<file path="config.mk">
export PLATFORM = sky130hd
export DESIGN_NAME = vic_ctrl
export DESIGN_NICKNAME = d
export VERILOG_FILES = /design/src/rtl/vic_pkg.sv /design/src/rtl/vic_prio.sv /design/src/rtl/vic_pend_bank.sv /design/src/rtl/vic_ack_track.sv /design/src/rtl/vic_ctrl.sv
export SDC_FILE = /design/constraint.sdc
export NUM_CORES = 1
export LEC_CHECK = 0
export ABC_AREA = 1
export ABC_CLOCK_PERIOD_IN_PS = 3930
export CAP_MARGIN = 30
export CORE_MARGIN = 4
export CORE_UTILIZATION = 40
export DETAILED_ROUTE_END_ITERATION = 12
export GPL_TIMING_DRIVEN = 0
export PLACE_DENSITY = 0.85
export SLEW_MARGIN = 10
export SYNTH_ARGS = -nofsm -noshare
export SYNTH_HDL_FRONTEND = slang
export SYNTH_HIERARCHICAL = 1
export SYNTH_SLANG_ARGS = --single-unit
</file>
<file path="constraint.sdc">
create_clock -name clk -period 3.93 [get_ports clk]
set_input_delay 0.5895 -clock clk [delete_from_list [all_inputs] [get_ports clk]]
set_output_delay 0.5895 -clock clk [all_outputs]
set_load 0.01 [all_outputs]
</file>
<file path="src/rtl/vic_pkg.sv">
`timescale 1ns/1ps
package vic_pkg;
   // Width of a source index; never narrower than one bit.
   function automatic int vec_width(input int n);
      return (n <= 2) ? 1 : $clog2(n);
   endfunction
endpackage

</file>
<file path="src/rtl/vic_prio.sv">
`timescale 1ns/1ps
// Lowest set index wins.
module vic_prio #(
   parameter  int NUM_SRC = 4,
   localparam int VW      = vic_pkg::vec_width(NUM_SRC)
) (
   input  logic [NUM_SRC-1:0] req_i,
   output logic [VW-1:0]      idx_o,
   output logic               any_o
);
   always_comb begin
      idx_o = '0;
      for (int i = NUM_SRC - 1; i >= 0; i--) begin
         if (req_i[i]) idx_o = VW'(i);
      end
   end
   assign any_o = |req_i;
endmodule

</file>
<file path="src/rtl/vic_pend_bank.sv">
`timescale 1ns/1ps
// One sticky flag per source; a set wins over a clear in the same cycle.
module vic_pend_bank #(
   parameter int NUM_SRC = 4
) (
   input  logic               clk,
   input  logic               rst_n,
   input  logic [NUM_SRC-1:0] set_i,
   input  logic [NUM_SRC-1:0] clr_i,
   output logic [NUM_SRC-1:0] pend_o
);
   for (genvar g = 0; g < NUM_SRC; g++) begin : g_flag
      always_ff @(posedge clk or negedge rst_n) begin
         if (!rst_n)        pend_o[g] <= 1'b0;
         else if (set_i[g]) pend_o[g] <= 1'b1;
         else if (clr_i[g]) pend_o[g] <= 1'b0;
      end
   end
endmodule

</file>
<file path="src/rtl/vic_ack_track.sv">
`timescale 1ns/1ps
// Follows the acknowledge pulse and holds the source chosen at its start.
module vic_ack_track #(
   parameter  int NUM_SRC = 4,
   localparam int VW      = vic_pkg::vec_width(NUM_SRC)
) (
   input  logic          clk,
   input  logic          rst_n,
   input  logic          ack_i,
   input  logic [VW-1:0] cand_idx_i,
   input  logic          cand_any_i,
   output logic          ack_q_o,
   output logic          fall_o,
   output logic [VW-1:0] cur_idx_o,
   output logic          cur_vld_o,
   output logic [VW-1:0] win_idx_o,
   output logic          win_vld_o
);
   logic rise;

   assign rise   = ack_i & ~ack_q_o;
   assign fall_o = ~ack_i & ack_q_o;

   always_ff @(posedge clk or negedge rst_n) begin
      if (!rst_n) begin
         ack_q_o   <= 1'b0;
         win_idx_o <= '0;
         win_vld_o <= 1'b0;
      end else begin
         ack_q_o <= ack_i;
         if (rise) begin
            win_idx_o <= cand_idx_i;
            win_vld_o <= cand_any_i;
         end
      end
   end

   // On the first pulse cycle the choice is taken straight from the encoder.
   assign cur_idx_o = rise ? cand_idx_i : win_idx_o;
   assign cur_vld_o = rise ? cand_any_i : win_vld_o;
endmodule

</file>
<file path="src/rtl/vic_ctrl.sv">
`timescale 1ns/1ps
module vic_ctrl #(
   parameter  int NUM_SRC = 4,
   parameter  int DATA_W  = 8,
   localparam int VEC_W   = vic_pkg::vec_width(NUM_SRC)
) (
   input  logic                        clk,
   input  logic                        rst_n,
   input  logic [NUM_SRC-1:0]          src_event,
   input  logic [NUM_SRC*DATA_W-1:0]   src_data,
   input  logic                        int_en,
   input  logic                        int_ack,
   output logic                        int_req,
   output logic [VEC_W-1:0]            vec,
   output logic [DATA_W-1:0]           ack_data
);
   if (NUM_SRC < 2) begin : g_bad_src
      $error("vic_ctrl: NUM_SRC must be at least 2");
   end
   if (DATA_W < 1) begin : g_bad_data
      $error("vic_ctrl: DATA_W must be at least 1");
   end

   logic [NUM_SRC-1:0] pend_q;
   logic [NUM_SRC-1:0] clr;
   logic [VEC_W-1:0]   cand_idx, cur_idx, win_q;
   logic               cand_any, cur_vld, win_vld_q, ack_q, fall;
   logic               show;

   vic_pend_bank #(.NUM_SRC(NUM_SRC)) u_bank (
      .clk(clk), .rst_n(rst_n), .set_i(src_event), .clr_i(clr), .pend_o(pend_q)
   );

   vic_prio #(.NUM_SRC(NUM_SRC)) u_prio (
      .req_i(pend_q), .idx_o(cand_idx), .any_o(cand_any)
   );

   vic_ack_track #(.NUM_SRC(NUM_SRC)) u_track (
      .clk(clk), .rst_n(rst_n), .ack_i(int_ack),
      .cand_idx_i(cand_idx), .cand_any_i(cand_any),
      .ack_q_o(ack_q), .fall_o(fall),
      .cur_idx_o(cur_idx), .cur_vld_o(cur_vld),
      .win_idx_o(win_q), .win_vld_o(win_vld_q)
   );

   always_comb begin
      clr = '0;
      if (fall && win_vld_q) clr[win_q] = 1'b1;
   end

   assign show     = int_ack & cur_vld;
   assign int_req  = int_en & (|pend_q);
   assign vec      = show ? cur_idx : '0;
   assign ack_data = show ? src_data[cur_idx*DATA_W +: DATA_W] : '0;
endmodule

</file>
==> out/summary.txt <==
Largest net degree at the start of global routing: 11
FP Rows: 16
Max cap viols: 0
Critical Path Start Type: primary input
RSZ-0062 raised after global routing: false
Area of the core: 1980 um^2
Final global-route overflow total: 0
CTS tree: done
Buffer depth of the longest clock path: 2
Initial DRC Count: 11
Switching part of the total: 29.8%
Synth Register Bits: 8
Yosys warning count: 6
RR Startpoint: u_track/ack_q_o
Worst Setup SP: int_ack
Largest fanout on the critical path: 9
WL per Instance: 10.7 um
Endpoint type of the worst setup path: output port
Power per cell area: 193 nW/um^2
Worst path bufs/invs: 4
Post-CTS setup buffers: 0
Nets: 247
Total negative slack: 0 ps
Worst-Margin Slew: 371 ps
Port Buf Inserts: 50
Min Hold Slack: 511 ps
First-pass GRT wire length: 3.90 mm
Final worst slack: 724 ps
H-tree lvl count: 1
Final Hold Viols: 0
HPWL after DPL: 2.00 mm
Via density: 4.44
Worst Reg2Reg Path Length in Cells: 7
IR Drop Worst-Case VDD: 0.218 mV
Synth Area per Inst: 5.56 um^2
Levels on crit path: 9
Width of the chip: 54.0 um
R2r setup slk: 2890 ps
DRC viols: 0
Final ANT Viol Nets: 0
Syn Nets: 192
Die H: 54.0 um
Place WS: 748 ps
Reg power frac: 33.0%
Final Max Tran Viols: 0
Critical path data required time: 3340 ps
Crit path DAT: 2620 ps
Gr usage total: 18.3%
Outcome: completed
Initial antenna violation count: 0
CTS Buf Count: 3
Num ports: 51
Diodes inserted: 0
Slowest CP cell: clkdlybuf4s50_1
Worst hold path class: reg -> reg
Starting density of the core: 42.6%
Cells after synthesis: 152
Drt pass-1 iters: 4
# clock sinks: 8
Peak Freq: 312 MHz
Clock power share: 22.9%
Worst slew margin: 75.2%
Sequential share of the synthesized area: 23.7%
Cell variety after synth: 18
Combinational share of power: 44.0%
Setup violators final: 0
RR Endpoint: u_bank/pend_o[0]
Number of global-route vias before repair: 924
Hold buffers post-CTS: 0
Worst path top cell family by delay: buffers and inverters
Clk Latency, worst-skew pair: 260 ps
Routed vias: 1030
Crit path to: ack_data[7]
Die Footprint: 2910 um^2
Synth-to-layout area growth: 65.9%
Final GP Congestion: 0.726
Critical path type: in -> out
Reg clk slew, reported paths: 50 ps
DRT Wirelength: 2.48 mm
Final worst-path cycle share: 81.6%
Fraction of layout cells with a size suffix above 1: 7.80%
Max incr delay on CP: 600 ps
Internal power: 0.190 mW
Hold path startpoint: u_bank/pend_o[2]
Post-Syn Area: 845 um^2
PostCTS Resize Cnt: 0
Final Skew: 11.0 ps
CP cell instances: clkdlybuf4s50_1 -> nand2_2 -> nand2_1 -> nand2_1 -> buf_4 -> clkinv_1 -> nand3_1 -> a21oi_1 -> clkdlybuf4s50_1
Tmin final: 3210 ps
NetSw: 0.0807 mW
Leak pwr: 0.752 nW
Root buffer cell: clkbuf_4
-- synthesized netlist by cell type --
cell type / n / area (um^2)
a21boi_0: 1 / 7.51
a21oi_1: 7 / 35.0
a21oi_2: 3 / 26.3
buf_4: 1 / 7.51
buf_6: 2 / 22.5
buf_8: 1 / 15.0
clkinv_1: 1 / 3.75
dfrtp_1: 8 / 200
inv_1: 45 / 169
inv_2: 2 / 7.51
inv_6: 1 / 8.76
nand2_1: 49 / 184
nand2_2: 2 / 12.5
nand3_1: 18 / 90.1
nand3_2: 1 / 10.0
nand4_1: 1 / 6.26
nor2_1: 5 / 18.8
nor3_1: 4 / 20.0
-- sequential cells by signal (all words and copies together) (netlist names) --
name               count
u_bank/pend_o          4
u_track/win_idx_o      2
u_track/ack_q_o        1
u_track/win_vld_o      1
-- through the flow --
step	cell area (um^2)	util (%)	instances	total power [mW]
floorplan	845	-	152	0.145
global placement	1380	69.6	229	0.207
detailed placement	1380	69.6	229	0.210
CTS	1400	70.7	232	0.273
global route	1400	70.7	232	0.289
finish	1400	70.7	232	0.270
-- layout make-up --
class                           instances  area [um^2]
Fill cell                             156          581
Timing Repair Buffer                   50          500
Multi-Input combinational cell         91          410
Sequential cell                         8          200
Inverter                               49          189
Buffer                                  4         45.0
Tap cell                               27         33.8
Clock buffer                            3         22.5
-- cells by family after synthesis --
| family | Yosys count | share of synthesized area, % |
|---|---|---|
| and+or+nand+nor | 80 | 40.4 |
| buffers and inverters | 53 | 27.7 |
| DFF | 8 | 23.7 |
| AOI/OAI and AO/OA | 11 | 8.15 |
-- power groups by stage --
| stage | clock [mW] | sequential [mW] | combinational, mW |
|---|---|---|---|
| floorplan | 0 | 0.0898 | 0.0551 |
| global placement | 0 | 0.0902 | 0.116 |
| detailed placement | 0 | 0.0905 | 0.119 |
| CTS | 0.0644 | 0.0891 | 0.120 |
| global route | 0.0677 | 0.0899 | 0.131 |
| finish | 0.0620 | 0.0893 | 0.119 |
-- layer usage --
layer	track usage [%]	part of all wire, %
met2	35.1	54
met3	5.26	5.8
met1	19.8	40
met4	2.55	0.48
met5	0	0
-- worst reg2reg max path, stage by stage (launching register included) --
cell and delay [ps]:
dfrtp_1 310, inv_1 80, nor2_1 100, nand2_1 110, nor3_1 140, inv_1 70
nand2_1 80, nand2_1 50
-- cell usage in the layout (no fill, tap or decap) --
master | Yosys | final
nand2_1 | 49 | 49
nor2_1 | 5 | 5
a21oi_2 | 3 | 3
nand3_2 | 1 | 1
buf_6 | 2 | 2
inv_1 | 45 | 45
clkdlybuf4s50_1 | 0 | 50
a21boi_0 | 1 | 1
buf_4 | 1 | 1
clkinv_1 | 1 | 1
nand4_1 | 1 | 1
nor3_1 | 4 | 4
buf_8 | 1 | 1
nand3_1 | 18 | 18
clkbuf_4 | 0 | 3
inv_2 | 2 | 2
a21oi_1 | 7 | 7
nand2_2 | 2 | 2
inv_6 | 1 | 1
dfrtp_1 | 8 | 8
-- worst min-delay path by stage --
stage / cells past startpoint / slack [ps] / endpoint
2_1_floorplan: 0 / 290 / u_bank/pend_o[0]
3_3_place_gp: 2 / 480 / u_track/win_vld_o
5_1_grt: 2 / 590 / u_bank/pend_o[2]
3_5_place_dp: 2 / 500 / u_track/win_vld_o
4_1_cts: 2 / 510 / u_track/win_vld_o
6_report: 2 / 510 / u_bank/pend_o[2]
(Power assumes the default switching activity.)
